==> config.mk <==
export PLATFORM = sky130hd
export DESIGN_NAME = dbg_trig_unit
export DESIGN_NICKNAME = d
export VERILOG_FILES = /design/src/rtl/dbg_trig_pkg.sv /design/src/rtl/dbg_addr_cmp.sv /design/src/rtl/dbg_trig_fsm.sv /design/src/rtl/dbg_cap_fifo.sv /design/src/rtl/dbg_trig_unit.sv
export SDC_FILE = /design/constraint.sdc
export NUM_CORES = 1
export LEC_CHECK = 0
export ABC_CLOCK_PERIOD_IN_PS = 8740
export BUFFER_PORTS_ARGS = -buffer_cell sky130_fd_sc_hd__buf_2
export CAP_MARGIN = 20
export CORE_MARGIN = 1.5
export CORE_UTILIZATION = 50
export DETAILED_ROUTE_END_ITERATION = 6
export PLACE_DENSITY_LB_ADDON = 0.15
export SETUP_SLACK_MARGIN = 0.4
export SYNTH_ARGS = -nofsm -noshare
export SYNTH_HDL_FRONTEND = slang
export SYNTH_SLANG_ARGS = --single-unit
==> constraint.sdc <==
create_clock -name clk -period 8.74 [get_ports clk]
set_input_delay 0 -clock clk [delete_from_list [all_inputs] [get_ports clk]]
set_output_delay 0 -clock clk [all_outputs]
set_load 0.02 [all_outputs]
==> src/rtl/dbg_trig_pkg.sv <==
package dbg_trig_pkg;

    localparam logic [3:0] MODE_A          = 4'd0;
    localparam logic [3:0] MODE_A_OR_B     = 4'd1;
    localparam logic [3:0] MODE_A_THEN_B   = 4'd2;
    localparam logic [3:0] MODE_A_BDATA    = 4'd3;
    localparam logic [3:0] MODE_A_NOT_BDAT = 4'd4;
    localparam logic [3:0] MODE_EVT_B      = 4'd5;
    localparam logic [3:0] MODE_A_EVT_B    = 4'd6;
    localparam logic [3:0] MODE_INSIDE     = 4'd7;
    localparam logic [3:0] MODE_OUTSIDE    = 4'd8;

    typedef enum logic [2:0] {
        ST_OFF,
        ST_SEEK,
        ST_ARMB,
        ST_TAGGED,
        ST_TRIG
    } trig_state_t;

    function automatic logic mode_is_seq(input logic [3:0] m);
        return (m == MODE_A_THEN_B) || (m == MODE_A_EVT_B);
    endfunction

    function automatic logic mode_is_evt(input logic [3:0] m);
        return (m == MODE_EVT_B) || (m == MODE_A_EVT_B);
    endfunction

endpackage

==> src/rtl/dbg_addr_cmp.sv <==
module dbg_addr_cmp #(
    parameter int AW = 16
) (
    input  logic [AW-1:0] bus_addr,
    input  logic          bus_rnw,
    input  logic [AW-1:0] ref_addr,
    input  logic          ref_rw,
    input  logic          rw_mask,
    output logic          addr_eq,
    output logic          addr_lt,
    output logic          rw_ok
);
    always_comb begin
        addr_eq = (bus_addr == ref_addr);
        addr_lt = (bus_addr < ref_addr);
        rw_ok   = rw_mask || (bus_rnw == ref_rw);
    end
endmodule

==> src/rtl/dbg_trig_fsm.sv <==
module dbg_trig_fsm
    import dbg_trig_pkg::*;
(
    input  logic        clk,
    input  logic        rst_n,
    input  logic        arm,
    input  logic [3:0]  trig_mode,
    input  logic        force_kind,
    input  logic        bus_valid,
    input  logic        bus_fetch,
    input  logic        exec_stb,
    input  logic        tag_valid,
    input  logic [1:0]  cmp_eq,
    input  logic [1:0]  cmp_lt,
    input  logic [1:0]  cmp_rw_ok,
    input  logic        bdata_eq,
    output trig_state_t state,
    output logic        qev,
    output logic        hit_a
);
    trig_state_t nxt;
    logic        qual;
    logic        hit_b;
    logic        in_range;
    logic        out_range;
    logic        cond;
    logic        in_win;
    logic        seq;

    // Access qualification shared by all modes
    always_comb begin
        seq       = mode_is_seq(trig_mode);
        qual      = bus_valid && (force_kind || bus_fetch);
        hit_a     = qual && cmp_eq[0] && cmp_rw_ok[0];
        hit_b     = qual && cmp_eq[1] && cmp_rw_ok[1];
        in_range  = qual && cmp_rw_ok[0] && !cmp_lt[0] && (cmp_lt[1] || cmp_eq[1]);
        out_range = qual && cmp_rw_ok[0] && (cmp_lt[0] || (!cmp_lt[1] && !cmp_eq[1]));
    end

    // Output process: qualified trigger event
    always_comb begin
        case (trig_mode)
            MODE_A:          cond = hit_a;
            MODE_A_OR_B:     cond = hit_a || hit_b;
            MODE_A_THEN_B:   cond = hit_b;
            MODE_A_BDATA:    cond = hit_a && bdata_eq;
            MODE_A_NOT_BDAT: cond = hit_a && !bdata_eq;
            MODE_EVT_B:      cond = hit_b;
            MODE_A_EVT_B:    cond = hit_b;
            MODE_INSIDE:     cond = in_range;
            MODE_OUTSIDE:    cond = out_range;
            default:         cond = 1'b0;
        endcase
        if (seq) begin
            in_win = (state == ST_ARMB) || (state == ST_TAGGED) || (state == ST_TRIG);
        end else begin
            in_win = (state != ST_OFF);
        end
        qev = cond && in_win;
    end

    // Next-state logic
    always_comb begin
        nxt = state;
        if (!arm) begin
            nxt = ST_OFF;
        end else begin
            unique case (state)
                ST_OFF:    nxt = ST_SEEK;
                ST_SEEK: begin
                    if (seq) begin
                        if (hit_a) nxt = ST_ARMB;
                    end else if (qev) begin
                        nxt = force_kind ? ST_TRIG : ST_TAGGED;
                    end
                end
                ST_ARMB: begin
                    if (qev) nxt = force_kind ? ST_TRIG : ST_TAGGED;
                end
                ST_TAGGED: begin
                    if (exec_stb) begin
                        if (tag_valid) nxt = ST_TRIG;
                        else           nxt = seq ? ST_ARMB : ST_SEEK;
                    end
                end
                ST_TRIG:   nxt = ST_TRIG;
                default:   nxt = ST_OFF;
            endcase
        end
    end

    // State register
    always_ff @(posedge clk or negedge rst_n) begin
        if (!rst_n) state <= ST_OFF;
        else        state <= nxt;
    end

    AST_DISARM_OFF: assert property (@(posedge clk) disable iff (!rst_n)
        !arm |=> state == ST_OFF);

    AST_SEQ_NEEDS_A: assert property (@(posedge clk) disable iff (!rst_n)
        (state == ST_SEEK && seq) |=> (state == ST_SEEK || state == ST_ARMB || state == ST_OFF));

    AST_TRIG_STICKY: assert property (@(posedge clk) disable iff (!rst_n)
        (state == ST_TRIG && arm) |=> state == ST_TRIG);

    AST_TAG_WAITS: assert property (@(posedge clk) disable iff (!rst_n)
        (state == ST_TAGGED && arm && !exec_stb) |=> state == ST_TAGGED);

    AST_TAG_FETCH_ONLY: assert property (@(posedge clk) disable iff (!rst_n)
        (state == ST_SEEK && !force_kind && !bus_fetch) |=> state != ST_TAGGED);

endmodule

==> src/rtl/dbg_cap_fifo.sv <==
module dbg_cap_fifo #(
    parameter int W     = 16,
    parameter int DEPTH = 8,
    parameter int CW    = $clog2(DEPTH + 1)
) (
    input  logic          clk,
    input  logic          rst_n,
    input  logic          clr,
    input  logic          push,
    input  logic [W-1:0]  wdata,
    input  logic          pop,
    output logic [W-1:0]  rdata,
    output logic          empty,
    output logic [CW-1:0] count,
    output logic          ovf
);
    localparam int PW = $clog2(DEPTH);

    logic [W-1:0]  mem [DEPTH];
    logic [PW-1:0] wr_ptr;
    logic [PW-1:0] rd_ptr;
    logic          full;
    logic          do_push;
    logic          do_pop;

    function automatic logic [PW-1:0] ptr_inc(input logic [PW-1:0] p);
        return (p == PW'(DEPTH - 1)) ? '0 : p + 1'b1;
    endfunction

    always_comb begin
        empty   = (count == '0);
        full    = (count == CW'(DEPTH));
        do_push = push && !full;
        do_pop  = pop && !empty;
        rdata   = mem[rd_ptr];
    end

    always_ff @(posedge clk) begin
        if (do_push && !clr) mem[wr_ptr] <= wdata;
    end

    always_ff @(posedge clk or negedge rst_n) begin
        if (!rst_n) begin
            wr_ptr <= '0;
            rd_ptr <= '0;
            count  <= '0;
            ovf    <= 1'b0;
        end else if (clr) begin
            wr_ptr <= '0;
            rd_ptr <= '0;
            count  <= '0;
            ovf    <= 1'b0;
        end else begin
            if (do_push) wr_ptr <= ptr_inc(wr_ptr);
            if (do_pop)  rd_ptr <= ptr_inc(rd_ptr);
            count <= count + CW'(do_push) - CW'(do_pop);
            if (push && full) ovf <= 1'b1;
        end
    end

    AST_NO_OVERFLOW: assert property (@(posedge clk) disable iff (!rst_n)
        count <= CW'(DEPTH));

    AST_DROP_FLAGS: assert property (@(posedge clk) disable iff (!rst_n)
        (full && push && !clr) |=> (ovf && count == CW'(DEPTH) - CW'($past(pop))));

    AST_EMPTY_POP: assert property (@(posedge clk) disable iff (!rst_n)
        (empty && pop && !push && !clr) |=> empty);

    AST_CLR_EMPTIES: assert property (@(posedge clk) disable iff (!rst_n)
        clr |=> (empty && !ovf));

endmodule

==> src/rtl/dbg_trig_unit.sv <==
module dbg_trig_unit
    import dbg_trig_pkg::*;
#(
    parameter int AW         = 16,
    parameter int DW         = 8,
    parameter int FIFO_DEPTH = 8,
    parameter int CW         = $clog2(FIFO_DEPTH + 1)
) (
    input  logic          clk,
    input  logic          rst_n,
    input  logic          arm,
    input  logic [3:0]    trig_mode,
    input  logic          cap_data_sel,
    input  logic          force_kind,
    input  logic          bkpt_en,
    input  logic [AW-1:0] a_addr,
    input  logic          a_rw,
    input  logic          a_rw_mask,
    input  logic [AW-1:0] b_addr,
    input  logic [DW-1:0] b_data,
    input  logic          b_rw,
    input  logic          b_rw_mask,
    input  logic          bus_valid,
    input  logic [AW-1:0] bus_addr,
    input  logic [DW-1:0] bus_data,
    input  logic          bus_rnw,
    input  logic          bus_fetch,
    input  logic          bus_cof,
    input  logic          tag_valid,
    input  logic          exec_stb,
    input  logic          fifo_pop,
    output logic          bkpt_req,
    output logic [AW-1:0] fifo_rdata,
    output logic          fifo_empty,
    output logic [CW-1:0] fifo_count,
    output logic          fifo_ovf
);
    localparam int NCMP = 2;

    logic [AW-1:0] ref_addr [NCMP];
    logic [NCMP-1:0] ref_rw;
    logic [NCMP-1:0] ref_mask;
    logic [NCMP-1:0] cmp_eq;
    logic [NCMP-1:0] cmp_lt;
    logic [NCMP-1:0] cmp_rw_ok;
    logic            bdata_eq;
    trig_state_t     state;
    logic            qev;
    logic            hit_a;
    logic            push_data;
    logic            push_cof;
    logic            push;
    logic [AW-1:0]   wdata;

    always_comb begin
        ref_addr[0] = a_addr;
        ref_addr[1] = b_addr;
        ref_rw      = {b_rw, a_rw};
        ref_mask    = {b_rw_mask, a_rw_mask};
        bdata_eq    = (bus_data == b_data);
    end

    for (genvar gi = 0; gi < NCMP; gi++) begin : g_cmp
        dbg_addr_cmp #(.AW(AW)) u_cmp (
            .bus_addr (bus_addr),
            .bus_rnw  (bus_rnw),
            .ref_addr (ref_addr[gi]),
            .ref_rw   (ref_rw[gi]),
            .rw_mask  (ref_mask[gi]),
            .addr_eq  (cmp_eq[gi]),
            .addr_lt  (cmp_lt[gi]),
            .rw_ok    (cmp_rw_ok[gi])
        );
    end

    dbg_trig_fsm u_fsm (
        .clk        (clk),
        .rst_n      (rst_n),
        .arm        (arm),
        .trig_mode  (trig_mode),
        .force_kind (force_kind),
        .bus_valid  (bus_valid),
        .bus_fetch  (bus_fetch),
        .exec_stb   (exec_stb),
        .tag_valid  (tag_valid),
        .cmp_eq     (cmp_eq),
        .cmp_lt     (cmp_lt),
        .cmp_rw_ok  (cmp_rw_ok),
        .bdata_eq   (bdata_eq),
        .state      (state),
        .qev        (qev),
        .hit_a      (hit_a)
    );

    // Capture selection
    always_comb begin
        push_data = qev && (mode_is_evt(trig_mode) || cap_data_sel);
        push_cof  = !mode_is_evt(trig_mode) && !cap_data_sel &&
                    (state == ST_TRIG) && bus_valid && bus_cof;
        push      = push_data || push_cof;
        wdata     = push_data ? AW'(bus_data) : bus_addr;
        bkpt_req  = bkpt_en && arm && (state == ST_TRIG);
    end

    dbg_cap_fifo #(.W(AW), .DEPTH(FIFO_DEPTH), .CW(CW)) u_fifo (
        .clk   (clk),
        .rst_n (rst_n),
        .clr   (!arm),
        .push  (push),
        .wdata (wdata),
        .pop   (fifo_pop),
        .rdata (fifo_rdata),
        .empty (fifo_empty),
        .count (fifo_count),
        .ovf   (fifo_ovf)
    );

    AST_SEQ_ARMB_FROM_A: assert property (@(posedge clk) disable iff (!rst_n)
        (state == ST_SEEK && mode_is_seq(trig_mode) && arm && !hit_a) |=> state != ST_ARMB);

    AST_EVT_IGNORES_SEL: assert property (@(posedge clk) disable iff (!rst_n)
        (arm && mode_is_evt(trig_mode) && bus_valid && bus_cof && !qev && !fifo_pop && !fifo_empty)
        |=> $stable(fifo_count));

endmodule

== After elaboration in Yosys (flattened, before gate mapping) ==
Memory sizes are Yosys's and may differ from the RTL's.
Index checks and enable logic that the tools add are counted.
Word-level totals
  bits in registers: 14
  RAM bits: 128
  memories: 1
Cells by class
  add/sub/neg operators: 4
  order comparisons: 2
  equality and inequality tests: 25
  mux-type cells: 23
  reduce and logical (&&, ||, !) cells: 50
Memories
  u_fifo.mem: depth 8, width 16, read ports 1, clocked after Yosys merged registers in 0, write ports 1, RTL line dbg_cap_fifo.sv:19  | logic [W-1:0] mem [DEPTH];
Operators by type and width (number)
  two-way mux 3 bit: 13
  equality test 16 bit: 2
  less-than comparator 16 bit: 2
  logical AND 1 bit: 24
  equality test 4 x 3 -> 1 bit (second input constant): 4
  two-way mux 16 bit: 1
  one-hot mux 3 bit (5 select lines): 1
  logical OR 1 bit: 12
  equality test 3 bit (second input constant): 3
  equality test 4 x 2 -> 1 bit (second input constant): 2
  equality test 4 bit (second input constant): 2
  equality test 8 bit: 1
  zero test 1 bit: 8
  zero test 4 bit: 2
  one-hot mux 1 bit (7 select lines): 1
  adder 3 x 1 -> 3 bit (second input constant): 2
  equality test 3 x 2 -> 1 bit (second input constant): 2
  != test 2 x 1 -> 1 bit (second input constant): 3
  two-way mux 1 bit: 5
  adder 4 x 1 -> 4 bit: 1
  equality test 4 x 1 -> 1 bit (second input constant): 1
  two-way mux 4 bit: 1
  != test 4 x 3 -> 1 bit (second input constant): 1
  subtractor 4 x 1 -> 4 bit: 1
  other kinds (8): 9

== Longest topological paths before layout ==
  depth after elaboration: 13
  mapped depth: 16
  gate-level depth less buffers: 16

== Hierarchy ==
A second synthesis with hierarchy kept.
Unflattened totals
  cells, all modules: 484
  area total of the unflattened synthesis: 7303.3 um^2
Modules (own cells, without submodules)
  dbg_cap_fifo: instances 1, cells an instance 266, area each 5637.9 um^2, seq. area each 4119.0 um^2
  dbg_addr_cmp: instances 2, cells an instance 58, area each 414.1 um^2, seq. area each 0.0 um^2
  dbg_trig_fsm: instances 1, cells an instance 65, area each 499.2 um^2, seq. area each 75.1 um^2
  dbg_trig_unit: instances 1, cells an instance 37, area each 337.8 um^2, seq. area each 0.0 um^2

== Worst setup path after synthesis ==
Ideal clock, no wire load.
  kind: input port to flip-flop
  from: input port a_addr[14]
  to: memory u_fifo.mem[2][0], enable pin
  arrival: 3.784 ns
  required time: 8.310 ns
  path slack: 4.526 ns
  stages: 11
  buffers on the path: 0
  cells stage by stage: inv_1 ha_1 nand4_1 or3_1 or4_1 o31ai_1 a21oi_1 or2_4 o21ai_4 o211ai_2 nor4_1
On the way
  cells in the longest elaborated chain, start to end: 12
Ends and longest elaborated chain
  start: declaration: RTL line dbg_trig_unit.sv:16  | input logic [AW-1:0] a_addr,
  less-than comparator 16 bit / equality test 16 bit (equally long branches): RTL line dbg_addr_cmp.sv:15, dbg_addr_cmp.sv:14
  zero test 1 bit / logical AND 1 bit (equally long branches): RTL line dbg_trig_fsm.sv:36, dbg_trig_fsm.sv:34
  logical AND 1 bit (on tied branches): RTL line dbg_trig_fsm.sv:36, dbg_trig_fsm.sv:34
  logical AND 1 bit, or another cell as far along: RTL line dbg_trig_fsm.sv:36  | in_range = qual && cmp_rw_ok[0] && !cmp_lt[0] && (cmp_lt[1] || cmp_eq[1]);
  one-hot mux 1 bit (7 select lines) (*): RTL line dbg_trig_fsm.sv:42  | case (trig_mode)
  logical AND 1 bit (*): RTL line dbg_trig_fsm.sv:59  | qev = cond && in_win;
  logical AND 1 bit (*): RTL line dbg_trig_unit.sv:97  | push_data = qev && (mode_is_evt(trig_mode) || cap_data_sel);
  logical OR 1 bit (*): RTL line dbg_trig_unit.sv:100  | push = push_data || push_cof;
  logical AND 1 bit (*): RTL line dbg_cap_fifo.sv:33  | do_push = push && !full;
  logical AND 1 bit (*): RTL line dbg_cap_fifo.sv:39  | if (do_push && !clr) mem[wr_ptr] <= wdata;
  two-way mux 1 bit (*): RTL line dbg_cap_fifo.sv:39
  two-way mux 1 bit (implied by the code) (*): RTL line dbg_cap_fifo.sv:39
  end: declaration: RTL line dbg_cap_fifo.sv:19
Mark *: on every way between the ends. The rest lies on a longest branch, timed or not.

== Worst setup path after layout ==
  from: register u_fsm.state[2]
  to: memory u_fifo.mem[3][1], data pin
On the way
  cells in the longest elaborated chain, start to end: 7
Ends and longest elaborated chain
  start: declaration: RTL line dbg_trig_fsm.sv:17  | output trig_state_t state,
  start signal: assignment: RTL line dbg_trig_fsm.sv:95  | else state <= nxt;
  equality test 3 x 2 -> 1 bit: RTL line dbg_trig_fsm.sv:55  | in_win = (state == ST_ARMB) || (state == ST_TAGGED) || (state == ST_TRIG);
  logical OR 1 bit (2 in a row): RTL line dbg_trig_fsm.sv:55
  two-way mux 1 bit (*): RTL line dbg_trig_fsm.sv:54  | if (seq) begin
  logical AND 1 bit (*): RTL line dbg_trig_fsm.sv:59
  logical AND 1 bit (*): RTL line dbg_trig_unit.sv:97
  two-way mux 16 bit (*): RTL line dbg_trig_unit.sv:101  | wdata = push_data ? AW'(bus_data) : bus_addr;
  named net u_fifo.wdata[1]: RTL line dbg_cap_fifo.sv:10  | input logic [W-1:0] wdata,
Mark *: on every way through the listed nets, which the timed path passes. The rest lies on a longest branch.

==> results.toml <==
[status]
status = "finished, final reports clean"

[clock_network]
clk_latency_ns = 0.41
postCtsSetupRepairBufs = 0
root_buffer = "clkbuf_16"
cts_tree = "done"
cts_buffer_depth = 2
clock-sinks = 142
cts_buffers = 17
ctsResizeCount = 0
path_clk_slew_ns = 0.06
htreeDepth = 4

[finish]
final_nets = 737
n_antenna_cell = 0
layout_common_cells = "128 x edfxtp_1, 107 x buf_2, 47 x inv_1"
final_common_cell = "edfxtp_1"
fillers = 1040
post-route-cell-area_um2 = 8530
layout-drive-gt1-share = 0.357
synthToLayoutAreaGrowth_pct = 21.0

[timing]
tightestPinTransition_ns = 0.918
hold_violations = 0
relSlewSlack = 0.388
fin_skew_ns = 0.0113
rsz0062_at_grt = "false"
clock.fmax_ghz = 0.293
setup_tns_ns = 0
timing.final.crit_share = 0.391
hold_slack_ns = 0.0219
setup_viol = 0
slew_viol_final = 0
fin_ws_ns = 5.32
fin_crit_ns = 3.42

[setup_path]
cpLargestDelayFamily = "simple AND/OR/NAND/NOR gates"
path_cells = "inv_1 -> nor3_1 -> a21oi_1 -> o21ai_0 -> o21ai_0 -> or2_2 -> o21ai_4 -> and2b_1 -> mux2_2"
slowest_stage = "and2b_1"
required_ns = 8.87
end_kind = "flop"
worst_ep_arrival_time_ns = 3.54
worstSetupPathType = "flop to flop"
cp_max_fo = 16
crit_buf_inv = 1
critPathLaunchType = "flop"
path_common_cell = "o21ai_0"
critPathMaxStageDelay_ns = 0.65

[placed_design]
postPlaceCellArea_um2 = 7870
place.gp.congestion = 0.938
post-place-ws_ns = 5.09
port_buffers = 107
dp.final_hpwl_um = 10800

[floorplan]
start_util = 0.510
ioPinCount = 108
core_area_um2 = 13800
die_w_um = 122
dieHeight_um = 122
dieArea_um2 = 14800
std_cell_rows = 43

[logic_synthesis]
yosysWarnings = 0
ys_async_sr_fraction = 0.0986
yosys.area.top_type_share = 0.545
syn_nets = 608
ys_seq_area_frac = 0.595
yosys-top-cells-area = "edfxtp_1 55%, mux4_2 10%, ha_1 7.5%"
synthCells = 480
ys.flop_type = "edfxtp_1"
synthDistinctLibCells = 49
synth_area_um2 = 7050
synth_top_cell_by_area = "edfxtp_1"
yosys_register_bits = 142
synth_edf_count = 128
syn_avg_cell_area_um2 = 14.7

[route]
via_per_inst = 5.59
wirelength_um = 15100
routedWlPerCell_um = 18.9
vias = 4476
dr.pass1.iters = 5
ant_nets = 0
post-route-drc-count = 0
drt_iter0_markers = 415

[pwr]
leakagePower_nw = 3.30
power.total_mw = 1.89
power.density_nw_per_um2 = 222
peakVddDrop_uv = 134

[min_path]
hold_class = "input port to async pin"

[global_route]
grt_pass1_vias = 4492
antenna_found_initial = 0
grt_usage = 0.219
grt_overflow = 0
grt_max_degree = 36
grt_pass1_wl_um = 23700

[flow_run]
max_cap_viol_count = 0
==> routing by layer <==
layer,up-vias,part of all wire,global-route usage,wire [um]
li1,2093,-,-,-
met5,-,0,0,0
met4,0,0.011,0.0699,167
met3,13,0.065,0.0473,983
met2,182,0.48,0.347,7260
met1,2188,0.44,0.304,6710
==> through the flow <==
stage | util | cells
after floorplan | - | 480
after global placement | 0.569 | 764
after detailed placement | 0.569 | 764
after CTS | 0.617 | 801
after global routing | 0.617 | 801
final | 0.617 | 801
==> worst register-to-register path, stage by stage (launching register included) <==
cell and delay [ns]:
dfrtp_1 0.50, inv_1 0.09, nor3_1 0.45, a21oi_1 0.08, o21ai_0 0.10, o21ai_0 0.19
or2_2 0.37, o21ai_4 0.20, and2b_1 0.65, mux2_2 0.50
==> report_power, final <==
group / internal [mW] / total, mW / leakage, nW / switching (mW)
combinational: 0.189 / 0.391 / 1.67 / 0.202
clock: 0.447 / 0.712 / 0.287 / 0.265
sequential: 0.761 / 0.785 / 1.34 / 0.0249
==> cells in the mapped netlist, types with 2 or more instances <==
cell,n
a21o_1,3
a21oi_1,27
a221o_1,2
a31oi_1,2
and2_1,3
and3_1,3
buf_1,4
clkbuf_1,10
dfrtp_1,14
edfxtp_1,128
ha_1,42
inv_1,47
mux2_2,23
mux2_4,2
mux2i_1,4
mux4_2,32
nand2_1,22
nand2b_1,3
nand3_1,8
nand4_1,10
nor2_1,14
nor2b_1,10
nor3_1,9
nor4_1,7
o2111ai_1,2
o211ai_1,3
o21ai_0,11
or3_1,3
xnor2_1,12
==> path summary, 6_finish.rpt <==
check                          startpoint          endpoint  slack, ns  cells after the start
max                        u_fsm.state[2]  u_fifo.mem[3][1]       5.32                      9
min                                 rst_n   u_fifo.count[1]       0.02                      2
max reg2reg                u_fsm.state[2]  u_fifo.mem[3][1]       5.32                      9
min reg2reg                    u_fifo.ovf        u_fifo.ovf       0.52                      2
max in group asynchronous           rst_n  u_fifo.rd_ptr[0]       8.45                      2
min in group clk              bus_data[6]  u_fifo.mem[0][6]       0.04                      2
==> cell type report <==
type,instances,area [um^2],share of cell area
clock buffer,17,425,0.0499
clock inverter,14,168,0.0197
tap,180,225,0.0264
multi-input combinational,274,2640,0.309
sequential,142,4200,0.492
inverter,48,180,0.0211
timing repair buffer,126,693,0.0813
==> registers in the layout, indices dropped and copies added, names as in the netlist <==
register       count
u_fifo.mem       128
u_fifo.count       4
u_fifo.rd_ptr      3
u_fifo.wr_ptr      3
u_fsm.state        3
u_fifo.ovf         1
==> cell families after synthesis <==
kind of cell             after synthesis  synth area share
XOR/XNOR                              13            0.0162
flip-flops                           142             0.595
AND/OR/NAND/NOR                       98            0.0724
adder cells (fa/ha/maj)               43            0.0774
buffers and inverters                 64            0.0368
multiplexers                          61             0.149
AO/OA/AOI/OAI                         59            0.0531
==> repair_timing <==
action                                  in CTS  in global routing
hold buffers                                 6                  0
endpoints found under the setup margin       0                  0
hold endpoints to repair                    30                  0
(Power assumes the default switching activity.)
